<file path="src/rtl/mdio_mgmt_ctrl.sv">
module mdio_mgmt_ctrl #(
  parameter int DIV_W      = 7,
  parameter int DIV_RESET  = 39,
  parameter int RST_CYCLES = 8
) (
  input  logic        clk,
  input  logic        rst_n,
  input  logic        bus_wr,
  input  logic [1:0]  bus_addr,
  input  logic [31:0] bus_wdata,
  output logic [31:0] bus_rdata,
  output logic        mdc,
  output logic        mdio_o,
  output logic        mdio_oe,
  input  logic        mdio_i
);
  localparam int PH_W = DIV_W + 1;
  localparam int RC_W = $clog2(RST_CYCLES + 1);
  localparam logic [1:0] A_CMD = 2'd0, A_DATA = 2'd1, A_STAT = 2'd2, A_CTRL = 2'd3;

  logic [DIV_W-1:0] div_f;
  logic             psup;
  logic [RC_W-1:0]  rst_cnt;
  logic [15:0]      data_q, rx_q, rx_nxt;
  logic [31:0]      tx_q, ctrl_rd;
  logic [6:0]       bits_left;
  logic [PH_W-1:0]  ph_cnt, dval, lval;
  logic             busy, is_rd;

  assign dval = (div_f == '0) ? PH_W'(2) : {1'b0, div_f} + PH_W'(1);
  assign lval = dval - (dval >> 1);

  logic rst_act, rst_wr, idle_ok, start, end_bit, last_bit, sample_now, cur_bit;
  assign rst_act    = rst_cnt != '0;
  assign rst_wr     = bus_wr && bus_addr == A_CTRL && bus_wdata[0];
  assign idle_ok    = !busy && !rst_act;
  assign start      = bus_wr && bus_addr == A_CMD && idle_ok && (bus_wdata[15] || bus_wdata[14]);
  assign end_bit    = busy && ph_cnt == dval - PH_W'(1);
  assign last_bit   = end_bit && bits_left == 7'd1;
  assign sample_now = busy && is_rd && bits_left <= 7'd16 && ph_cnt == lval;
  assign rx_nxt     = sample_now ? {rx_q[14:0], mdio_i} : rx_q;
  assign cur_bit    = (bits_left > 7'd32) ? 1'b1 : tx_q[31];

  assign mdc     = busy && ph_cnt >= lval;
  assign mdio_oe = busy && !(is_rd && bits_left <= 7'd18);
  assign mdio_o  = mdio_oe && cur_bit;

  always_comb begin
    ctrl_rd = '0;
    ctrl_rd[9 +: DIV_W] = div_f;
    ctrl_rd[8] = psup;
    ctrl_rd[0] = rst_act;
    case (bus_addr)
      A_DATA:  bus_rdata = {16'b0, data_q};
      A_STAT:  bus_rdata = {31'b0, busy};
      A_CTRL:  bus_rdata = ctrl_rd;
      default: bus_rdata = '0;
    endcase
  end

  always_ff @(posedge clk or negedge rst_n) begin
    if (!rst_n) begin
      div_f <= DIV_W'(DIV_RESET); psup <= 1'b0; rst_cnt <= '0;
      data_q <= '0; rx_q <= '0; tx_q <= '0; bits_left <= '0;
      ph_cnt <= '0; busy <= 1'b0; is_rd <= 1'b0;
    end else if (rst_wr) begin
      div_f <= DIV_W'(DIV_RESET); psup <= 1'b0; rst_cnt <= RC_W'(RST_CYCLES);
      data_q <= '0; rx_q <= '0; tx_q <= '0; bits_left <= '0;
      ph_cnt <= '0; busy <= 1'b0; is_rd <= 1'b0;
    end else begin
      if (rst_act) rst_cnt <= rst_cnt - RC_W'(1);
      if (busy) begin
        rx_q <= rx_nxt;
        if (end_bit) begin
          ph_cnt    <= '0;
          bits_left <= bits_left - 7'd1;
          if (bits_left <= 7'd32) tx_q <= {tx_q[30:0], 1'b0};
          if (last_bit) begin
            busy <= 1'b0;
            if (is_rd) data_q <= rx_nxt;
          end
        end else begin
          ph_cnt <= ph_cnt + PH_W'(1);
        end
      end else if (idle_ok && bus_wr) begin
        if (start) begin
          busy      <= 1'b1;
          is_rd     <= bus_wdata[15];
          ph_cnt    <= '0;
          rx_q      <= '0;
          bits_left <= psup ? 7'd32 : 7'd64;
          tx_q      <= {2'b01, bus_wdata[15] ? 2'b10 : 2'b01, bus_wdata[9:5], bus_wdata[4:0],
                        bus_wdata[15] ? 2'b11 : 2'b10, bus_wdata[15] ? 16'h0000 : data_q};
        end else if (bus_addr == A_DATA) begin
          data_q <= bus_wdata[15:0];
        end else if (bus_addr == A_CTRL) begin
          div_f <= bus_wdata[9 +: DIV_W];
          psup  <= bus_wdata[8];
        end
      end
    end
  end

  AST_MDC_IDLE: assert property (@(posedge clk) disable iff (!rst_n) $fell(busy) |-> !mdc);
  AST_PIN_HOLD_HIGH: assert property (@(posedge clk) disable iff (!rst_n)
    (mdc && !end_bit && !rst_wr) |=> ($stable(mdio_o) && $stable(mdio_oe)));
  AST_DATA_HOLD: assert property (@(posedge clk) disable iff (!rst_n)
    (busy && !end_bit && !rst_wr) |=> $stable(data_q));
  AST_KIND_HOLD: assert property (@(posedge clk) disable iff (!rst_n)
    (busy && !end_bit && !rst_wr) |=> (busy && $stable(is_rd)));
  AST_NO_START_IN_RESET: assert property (@(posedge clk) disable iff (!rst_n) rst_act |=> !busy);
  AST_RST_COUNTDOWN: assert property (@(posedge clk) disable iff (!rst_n)
    (rst_act && !rst_wr) |=> rst_cnt == $past(rst_cnt) - RC_W'(1));
endmodule

</file>
<file path="config.mk">
export PLATFORM = sky130hd
export DESIGN_NAME = mdio_mgmt_ctrl
export DESIGN_NICKNAME = d
export VERILOG_FILES = /design/src/rtl/mdio_mgmt_ctrl.sv
export SDC_FILE = /design/constraint.sdc
export NUM_CORES = 1
export LEC_CHECK = 0
export BUFFER_PORTS_ARGS = -buffer_cell sky130_fd_sc_hd__buf_4
export CELL_PAD_IN_SITES_DETAIL_PLACEMENT = 0
export CELL_PAD_IN_SITES_GLOBAL_PLACEMENT = 1
export CORE_ASPECT_RATIO = 1.5
export CORE_MARGIN = 5
export CORE_UTILIZATION = 39
export CTS_CLUSTER_SIZE = 8
export DETAILED_ROUTE_END_ITERATION = 16
export PLACE_DENSITY = 0.81
export SYNTH_ARGS = -nofsm -noshare
export SYNTH_HDL_FRONTEND = slang
export SYNTH_SLANG_ARGS = --single-unit
export TNS_END_PERCENT = 1
</file>
<file path="constraint.sdc">
create_clock -name clk -period 5.47 [get_ports clk]
set_input_delay 0 -clock clk [delete_from_list [all_inputs] [get_ports clk]]
set_output_delay 0 -clock clk [all_outputs]
set_load 0.005 [all_outputs]
</file>
Word level (Yosys, flattened, before mapping) --
Cells that the tools add are included.
Storage, ports and cells: flip-flop bits (word level) 93, output and inout port bits 35, bits of input ports 38, word-level logic and storage cells 131
Cells by class: equal/unequal tests 14, reduce and logical (&&, ||, !) cells 36, muxes and demuxes 60, order comparisons 5, $add $sub $neg 6
Operators by type and width (count):
- $mux W16 | 14
- $mux W32 | 6
- $mux W7 | 12
- $mux W8 | 6
- $pmux W16 S3 | 1
- $mux W1 | 18
- $eq A8 B8 Y1 | 2
- $logic_and A1 B1 Y1 | 16
- $le A7 B5 Y1 const B | 2
- $ne A3 B1 Y1 const B | 4
- $reduce_bool A3 Y1 | 3
- $add A7 B1 Y8 const B | 1
- $add A8 B1 Y8 const B | 1
- $ge A8 B8 Y1 | 1
- $mux W4 | 2
- $reduce_bool A2 Y1 | 4
- $sub A8 B1 Y8 const B | 1
- $sub A8 B7 Y8 | 1
- $eq A7 B1 Y1 const B | 1
- $gt A7 B6 Y1 const B | 1
- $le A7 B6 Y1 const B | 1
- $logic_not A7 Y1 | 1
- $sub A7 B1 Y7 const B | 1
- $reduce_and A3 Y1 | 2
- 15 further kinds | 19

Logic depth before layout (Yosys ltp) --
Gate-level depths: netlist of run 1.
depth after elaboration 11, gate-level depth with buffers 22, mapped depth without buffers 21

Worst setup path after synthesis of run 1 --
OpenSTA, ideal clock, no wires.
kind register to register, start point reg div_f[0], end point reg data_q[0], setup slack 639 ps, path buffers 1, stages on the path, launching flop included 23, data arrival time 4705 ps, clock period less this slack 4831 ps, cells stage by stage dfstp_2 inv_1 ha_1 nor4b_2 a21oi_1 inv_1 ha_1 inv_1 fa_1 nand2b_1 a21oi_1 o21ai_0 a21oi_1 mux2i_1 o22ai_1 a31oi_1 ha_1 nand4_1 a2111oi_2 buf_4 mux2i_1 a21oi_1 mux2_4
Between the ends: longest elaborated chain between the ends 11, elaborated cells on any way between the ends 19, those cells by class add/sub (3); eq/ne (4); mux (7); reduce/logical (5)
Ends and longest elaborated chain:
- start, declared | line 21 | logic [DIV_W-1:0] div_f;
- start signal, assigned | line 97 | div_f <= bus_wdata[9 +: DIV_W];
- $add A7 B1 Y8 or $logic_not A7 Y1 (tied branches) | line 30 | assign dval = (div_f == '0) ? PH_W'(2) : {1'b0, div_f} + PH_W'(1);
- $mux W8 * | line 30
- $sub A8 B7 Y8 | line 31 | assign lval = dval - (dval >> 1);
- $eq A8 B8 Y1 | line 40 | assign sample_now = busy && is_rd && bits_left <= 7'd16 && ph_cnt == lval;
- $logic_and A1 B1 Y1 | line 40
- $mux W16 | line 41 | assign rx_nxt = sample_now ? {rx_q[14:0], mdio_i} : rx_q;
- $mux W16 | line 80 | if (is_rd) data_q <= rx_nxt;
- $mux W16 | line 78 | if (last_bit) begin
- $mux W16 | line 74 | if (end_bit) begin
- $mux W16 | line 72 | if (busy) begin
- $mux W16 | line 66 | end else if (rst_wr) begin
- end signal, assigned | line 80
- end signal, assigned | line 95 | data_q <= bus_wdata[15:0];
- end, declared | line 24 | logic [15:0] data_q, rx_q, rx_nxt;
Every way passes the cells marked *; elsewhere a longest branch is shown, timed or not. The select of a mux whose other input is x is not followed. A chain may end at the register's enable or synchronous reset.

Final worst setup path of run 1 --
start point reg div_f[0], end point reg data_q[12]
The elaborated chain is that of the path after synthesis.

==> impl_metrics.ini, run 1 <==
[run_status]
outcome = finished clean

[clock_tree]
cts-root-to-sink-buffers = 2
clk_transition_reported_paths_ns = 0.07
clock-root-buffer = sky130_fd_sc_hd__clkbuf_16
post_cts_buffers = 0
numCtsBuffers = 9
htreeDepth = 3
worst_skew_pair.late_latency_ns = 0.35
tritoncts = built
numClockSinks = 93

[logic_synthesis]
async_reset_ff_share_pct = 100
ys.flop_type = sky130_fd_sc_hd__dfrtp_1
netlist_instances = 615
yosys_register_bits = 93
syn_avg_cell_area_um2 = 10.1
synth_top_area_share_pct = 36.0
yosysTopAreaCell = sky130_fd_sc_hd__dfrtp_1
yosysSeqAreaShare_pct = 37.7
synth-warning-count = 0
post_synth_num_cell_types = 76
synth_edf_count = 0
syn-cell-area_um2 = 6190
synth_top_cells_by_area = sky130_fd_sc_hd__dfrtp_1 36%, sky130_fd_sc_hd__mux2i_1 7.1%, sky130_fd_sc_hd__ha_1 5.7%
synthTopCellsByCount = 89 x sky130_fd_sc_hd__dfrtp_1, 44 x sky130_fd_sc_hd__mux2i_1, 35 x sky130_fd_sc_hd__nor2_1
synth_most_common_cell = sky130_fd_sc_hd__dfrtp_1

[critical_path]
ff2ff_path_depth = 22
reg2reg_slack_ns = 0.38
cp.arrival_ns = 5.33
critical_path.startpoint_type = flop
critPathMaxFanout = 17
timing.rr.end = data_q[12]
critical_path_endpoint_category = flop
required_time_of_the_critical_path_ns = 5.70
critical_path_class = reg -> reg
reg2reg_from = div_f[0]

[sta]
grt_setup_unrepaired = no
max_clock_freq_mhz = 196
finalHoldViolations = 0
min_period_over_period_pct = 93.1
setup-tns-final_ns = 0
max-slew-margin-rel_pct = 21.9
final_max_slew_viol_count = 0
slew_of_the_pin_with_the_lowest_slew_margin_ns = 1.17
finalCriticalPeriod_ns = 5.09
setup_violations = 0
skew_ns = 0.00888

[grt]
grt_pass1_wl_um = 25300
first_global_vias = 4989
grt_usage_pct = 17.1
grtUsageMet2_pct = 31.2
grt_overflow = 0
gr_met3_demand_resource_pct = 2.58
grt_util_met1_pct = 20.0
grt_antenna_before_repair = 0
grt.busiest_layer = met2
grt_max_degree = 63

[cells_and_area]
final_layout_size_suffix_gt1_share_pct = 19.7
layout-area-overhead-vs-synth_pct = 12.9
antenna_cells = 0
fin_nets = 716
stdcell_count = 857
fillerInstances = 1480

[run]
cap_violations = 0

[drt]
post-route-drc-count = 0
postRouteWirelength_um = 15400
detailroute.via_count = 4809
wire_per_inst_um = 18.0
avgViaCountPerCell = 5.61
detail-route-antenna-nets = 0
detailedRoute.firstPassIterationCount = 4
iter_0_drt_violations = 174

[floorplan]
fp-row-count = 56
core_area_um2 = 15600
die-height_um = 164
pin_count = 73
initial_core_util_pct = 39.6
die-width_um = 113
die_outline_area_um2 = 18500

[power]
worst_ir_drop_vdd_uv = 266
leakagePower_nw = 3.13
power_per_cell_area_nw_per_um2 = 558

[worst_hold_path]
worstHoldEndpoint = tx_q[22]
hold_class = in -> reg
hold-path-cell-count = 4
holdCritStartpoint = bus_wdata[4]

[placed_design]
routabilityCongestion = 0.853
io_buffers = 40
dpl.hpwl_um = 11100
placed_cells_incl_taps = 831
==> placed cells by master, fill, tap and decap left out, drive strengths merged, types with 6 or more instances in the layout <==
cell type and count:
a21oi 34, dfrtp 89, a22o 33, nand2 32
ha 28, o21ai 34, and3 7, conb 16
xnor2 9, dlygate4sd3 10, mux2 43, mux2i 44
nand2b 6, clkbuf 10, inv 33, nand3 22
nor3 7, a31oi 7, o211ai 10, and2 14
nor2b 10, nor2 35, buf 50
==> power breakdown <==
group | leakage, nW | switching [mW] | internal, mW
logic | 1.80 | 1.14 | 0.997
registers | 1.18 | 0.213 | 0.932
clock network | 0.146 | 0.288 | 0.330
==> critical path, stage by stage, from the launching register on <==
cell	delay, ns
sky130_fd_sc_hd__dfstp_2	0.61
sky130_fd_sc_hd__inv_1	0.09
sky130_fd_sc_hd__ha_1	0.19
sky130_fd_sc_hd__nor4b_2	0.18
sky130_fd_sc_hd__a21oi_1	0.31
sky130_fd_sc_hd__inv_1	0.16
sky130_fd_sc_hd__ha_1	0.24
sky130_fd_sc_hd__inv_1	0.07
sky130_fd_sc_hd__fa_1	0.20
sky130_fd_sc_hd__nand2b_1	0.07
sky130_fd_sc_hd__a21oi_1	0.19
sky130_fd_sc_hd__o21ai_0	0.10
sky130_fd_sc_hd__a21oi_1	0.32
sky130_fd_sc_hd__mux2i_1	0.24
sky130_fd_sc_hd__o22ai_1	0.10
sky130_fd_sc_hd__a31oi_1	0.22
sky130_fd_sc_hd__ha_1	0.19
sky130_fd_sc_hd__nand4_1	0.17
sky130_fd_sc_hd__a2111oi_4	0.28
sky130_fd_sc_hd__buf_4	0.35
sky130_fd_sc_hd__mux2i_1	0.29
sky130_fd_sc_hd__a21oi_1	0.10
sky130_fd_sc_hd__mux2_2	0.29
==> layer usage <==
metal  vias to the layer above  share of wire, %
li1                       2267                 -
met1                      2397                40
met2                       127                53
met3                        18               4.3
met4                         0               2.3
met5                         -                 0
==> logic make-up (layout without fill, tap and decap cells) <==
family	after synthesis	after routing	share of synthesized area, %
AO/OA/AOI/OAI	155	155	17.8
AND/OR/NAND/NOR	153	153	13.2
flip-flops	93	93	37.7
multiplexers	87	87	15.5
buffers and inverters	80	104	6.57
adder cells (fa/ha/maj)	29	29	5.98
XOR/XNOR	17	17	3.21
other	1	16	0.0606
==> how the worst max path moves through the flow <==
stage / cells past startpoint / end / from
after floorplan: 22 / data_q[0] / div_f[0]
after global placement: 22 / data_q[11] / div_f[0]
after detailed placement: 22 / data_q[11] / div_f[0]
after CTS: 22 / data_q[11] / div_f[0]
after global routing: 22 / data_q[12] / div_f[0]
final: 22 / data_q[12] / div_f[0]
==> stage by stage <==
stage | hold slack, ns | total power, mW | cell area, um^2 | utilization (%) | setup WS [ns]
3_3_place_gp | -0.0343 | 3.20 | 6600 | 42.2 | 0.478
6_report | 0.0193 | 3.90 | 6990 | 44.7 | 0.379
4_1_cts | 0.0105 | 3.93 | 6990 | 44.7 | 0.355
2_1_floorplan | -0.296 | 2.74 | 6250 | - | 0.639
3_5_place_dp | -0.0231 | 3.29 | 6600 | 42.2 | 0.380
5_1_grt | 0.0215 | 4.20 | 6990 | 44.7 | 0.0496
==> sequential cells by signal (all words and copies together), names as in the netlist <==
register,cells
div_f,7
rst_cnt,4
psup,1
is_rd,1
tx_q,32
rx_q,16
data_q,16
ph_cnt,8
bits_left,7
busy,1
==> repair_timing <==
action / in CTS / in global routing
hold buffers: 10 / 0
endpoints found under the hold margin: 41 / 0
gates resized for setup: 0 / 0
==> layout make-up <==
type | count | area, um^2 | share of cell area (%)
tap | 203 | 254 | 3.64
clock buffer | 10 | 239 | 3.42
sequential | 93 | 2330 | 33.4
multi-input combinational | 457 | 3530 | 50.5
clock inverter | 6 | 51.3 | 0.734
timing repair buffer | 60 | 475 | 6.81
inverter | 28 | 105 | 1.50
No activity file was read; power rests on OpenSTA's default activity.
==> run 2: changes to the inputs <==
--- a/config.mk
+++ b/config.mk
@@ -6,6 +6,7 @@
 export NUM_CORES = 1
 export LEC_CHECK = 0
 export BUFFER_PORTS_ARGS = -buffer_cell sky130_fd_sc_hd__buf_4
+export CAP_MARGIN = 20
 export CELL_PAD_IN_SITES_DETAIL_PLACEMENT = 0
 export CELL_PAD_IN_SITES_GLOBAL_PLACEMENT = 1
 export CORE_ASPECT_RATIO = 1.5
==> constraint.sdc (replaced) <==
create_clock -name clk -period 6.4 [get_ports clk]
set_input_delay 0 -clock clk [delete_from_list [all_inputs] [get_ports clk]]
set_output_delay 0 -clock clk [all_outputs]
set_load 0.005 [all_outputs]
==> impl_metrics.ini, run 2 (synthesis results as in run 1) <==
[clock_tree]
worst_skew_pair.late_latency_ns = 0.35
cts-root-to-sink-buffers = 2
tritoncts = built
clk_transition_reported_paths_ns = 0.07
htreeDepth = 3
numClockSinks = 93
numCtsBuffers = 9
clock-root-buffer = sky130_fd_sc_hd__clkbuf_16

[sta]
min_period_over_period_pct = 81.1
grt_setup_unrepaired = no
final_max_slew_viol_count = 0
max-slew-margin-rel_pct = 30.9
finalCriticalPeriod_ns = 5.19
max_clock_freq_mhz = 193
slew_of_the_pin_with_the_lowest_slew_margin_ns = 1.03
setup_violations = 0
setup-tns-final_ns = 0
finalHoldViolations = 0
skew_ns = 0.0112

[critical_path]
required_time_of_the_critical_path_ns = 6.68
reg2reg_from = div_f[0]
setup.worst_path.end = rx_q[0]
timing.rr.end = rx_q[0]
ff2ff_path_depth = 21
critPathMaxFanout = 18
cp.arrival_ns = 5.47
reg2reg_slack_ns = 1.21
critical_path_endpoint_category = flop
cp-startpoint = div_f[0]
critical_path_class = reg -> reg
critical_path.startpoint_type = flop

[drt]
detail-route-antenna-nets = 0
detailroute.via_count = 4826
iter_0_drt_violations = 237
wire_per_inst_um = 17.9
detailedRoute.firstPassIterationCount = 4
post-route-drc-count = 0
avgViaCountPerCell = 5.64
postRouteWirelength_um = 15300

[floorplan]
fp-row-count = 56
die-width_um = 113
initial_core_util_pct = 39.6
core_area_um2 = 15600
pin_count = 73
die_outline_area_um2 = 18500
die-height_um = 164

[cells_and_area]
largest_register_ffs = 32
registers.top_by_ff_count = tx_q
fin_nets = 715
post-route-cell-area_um2 = 6990
fillerInstances = 1481
layout-area-overhead-vs-synth_pct = 12.9
antenna_cells = 0
layout_commonest_cell = sky130_fd_sc_hd__dfrtp_1
final_layout_size_suffix_gt1_share_pct = 19.4
layout_common_cells = 88 x sky130_fd_sc_hd__dfrtp_1, 48 x sky130_fd_sc_hd__buf_4, 44 x sky130_fd_sc_hd__mux2i_1, 34 x sky130_fd_sc_hd__nor2_1
largestRegisters = tx_q x32, data_q x16, rx_q x16

[grt]
first_global_vias = 4943
grt_overflow = 0
grt_pass1_wl_um = 25200
grt_max_degree = 66
grt_antenna_before_repair = 0
grt_usage_pct = 16.9

[placed_design]
detailed_place.area_um2 = 6570
dpl.hpwl_um = 10900
routabilityCongestion = 0.855
io_buffers = 40

[power]
total_power_mw = 3.33
power_per_cell_area_nw_per_um2 = 476
leakagePower_nw = 3.13
worst_ir_drop_vdd_uv = 253

[worst_hold_path]
hold_class = in -> reg

[run_status]
outcome = finished clean

[run]
cap_violations = 0
[run 2: worst min path at each step]
stage,from,to,slack [ns],cells after the start
floorplan,rst_n,bits_left[0],-0.30,0
global placement,rst_n,tx_q[24],-0.05,1
detailed placement,rst_n,tx_q[25],-0.05,1
CTS,bus_wdata[4],tx_q[22],0.02,4
global route,bus_wdata[2],tx_q[20],0.03,4
finish,bus_wdata[4],tx_q[22],0.02,4
[run 2: per-stage QoR]
step                utilization (%)  worst slack (ns)  cells  hold slack [ns]
floorplan                         -              1.57    630           -0.296
global placement               42.1              1.40    828          -0.0545
detailed placement             42.1              1.24    828          -0.0459
CTS                            44.6              1.20    854           0.0216
global route                   44.7             0.859    856           0.0307
finish                         44.7              1.21    856           0.0225
[run 2: timing repair]
item | 4_1_cts | 5_1_grt
setup buffers | 0 | 0
endpoints found under the hold margin | 38 | 0
hold buffers | 10 | 0
resized for setup | 0 | 0
[run 2: cell type report]
type	instances	area [um^2]	area share (%)
clock buffer	10	229	3.27
clock inverter	6	70.1	1.00
inverter	28	105	1.50
multi-input combinational	457	3530	50.5
sequential	93	2330	33.4
tap	203	254	3.63
timing repair buffer	59	472	6.75
[run 2: routing by layer]
metal  share of wire [%]  vias to the layer above  GRT usage, %  wire (um)
li1                    -                     2257             -          -
met3                 3.7                       26          2.73        573
met5                   0                        -             0          0
met2                  51                      121          29.4       7850
met4                 2.8                        0          6.94        429
met1                  42                     2422          20.7       6440
[run 2: power by group]
part           total, mW  switching, mW  internal [mW]
Clock              0.544          0.238          0.307
Sequential         0.978          0.182          0.796
Combinational       1.81          0.960          0.846
Total               3.33           1.38           1.95
[run 2: worst max-delay path, cell delays in order (launching register included)]
cell                        delay, ns
sky130_fd_sc_hd__dfstp_2         0.60
sky130_fd_sc_hd__inv_1           0.08
sky130_fd_sc_hd__ha_1            0.19
sky130_fd_sc_hd__nor4b_2         0.19
sky130_fd_sc_hd__a21oi_1         0.30
sky130_fd_sc_hd__inv_1           0.15
sky130_fd_sc_hd__ha_1            0.24
sky130_fd_sc_hd__inv_1           0.07
sky130_fd_sc_hd__fa_1            0.20
sky130_fd_sc_hd__nand2b_1        0.07
sky130_fd_sc_hd__a21oi_1         0.19
sky130_fd_sc_hd__o21ai_0         0.10
sky130_fd_sc_hd__a21oi_1         0.31
sky130_fd_sc_hd__mux2i_1         0.12
sky130_fd_sc_hd__o22ai_1         0.18
sky130_fd_sc_hd__a31oi_1         0.08
sky130_fd_sc_hd__ha_1            0.33
sky130_fd_sc_hd__nand4_1         0.18
sky130_fd_sc_hd__a2111oi_4       0.23
sky130_fd_sc_hd__buf_4           0.34
sky130_fd_sc_hd__and2_0          0.71
sky130_fd_sc_hd__a22o_1          0.24
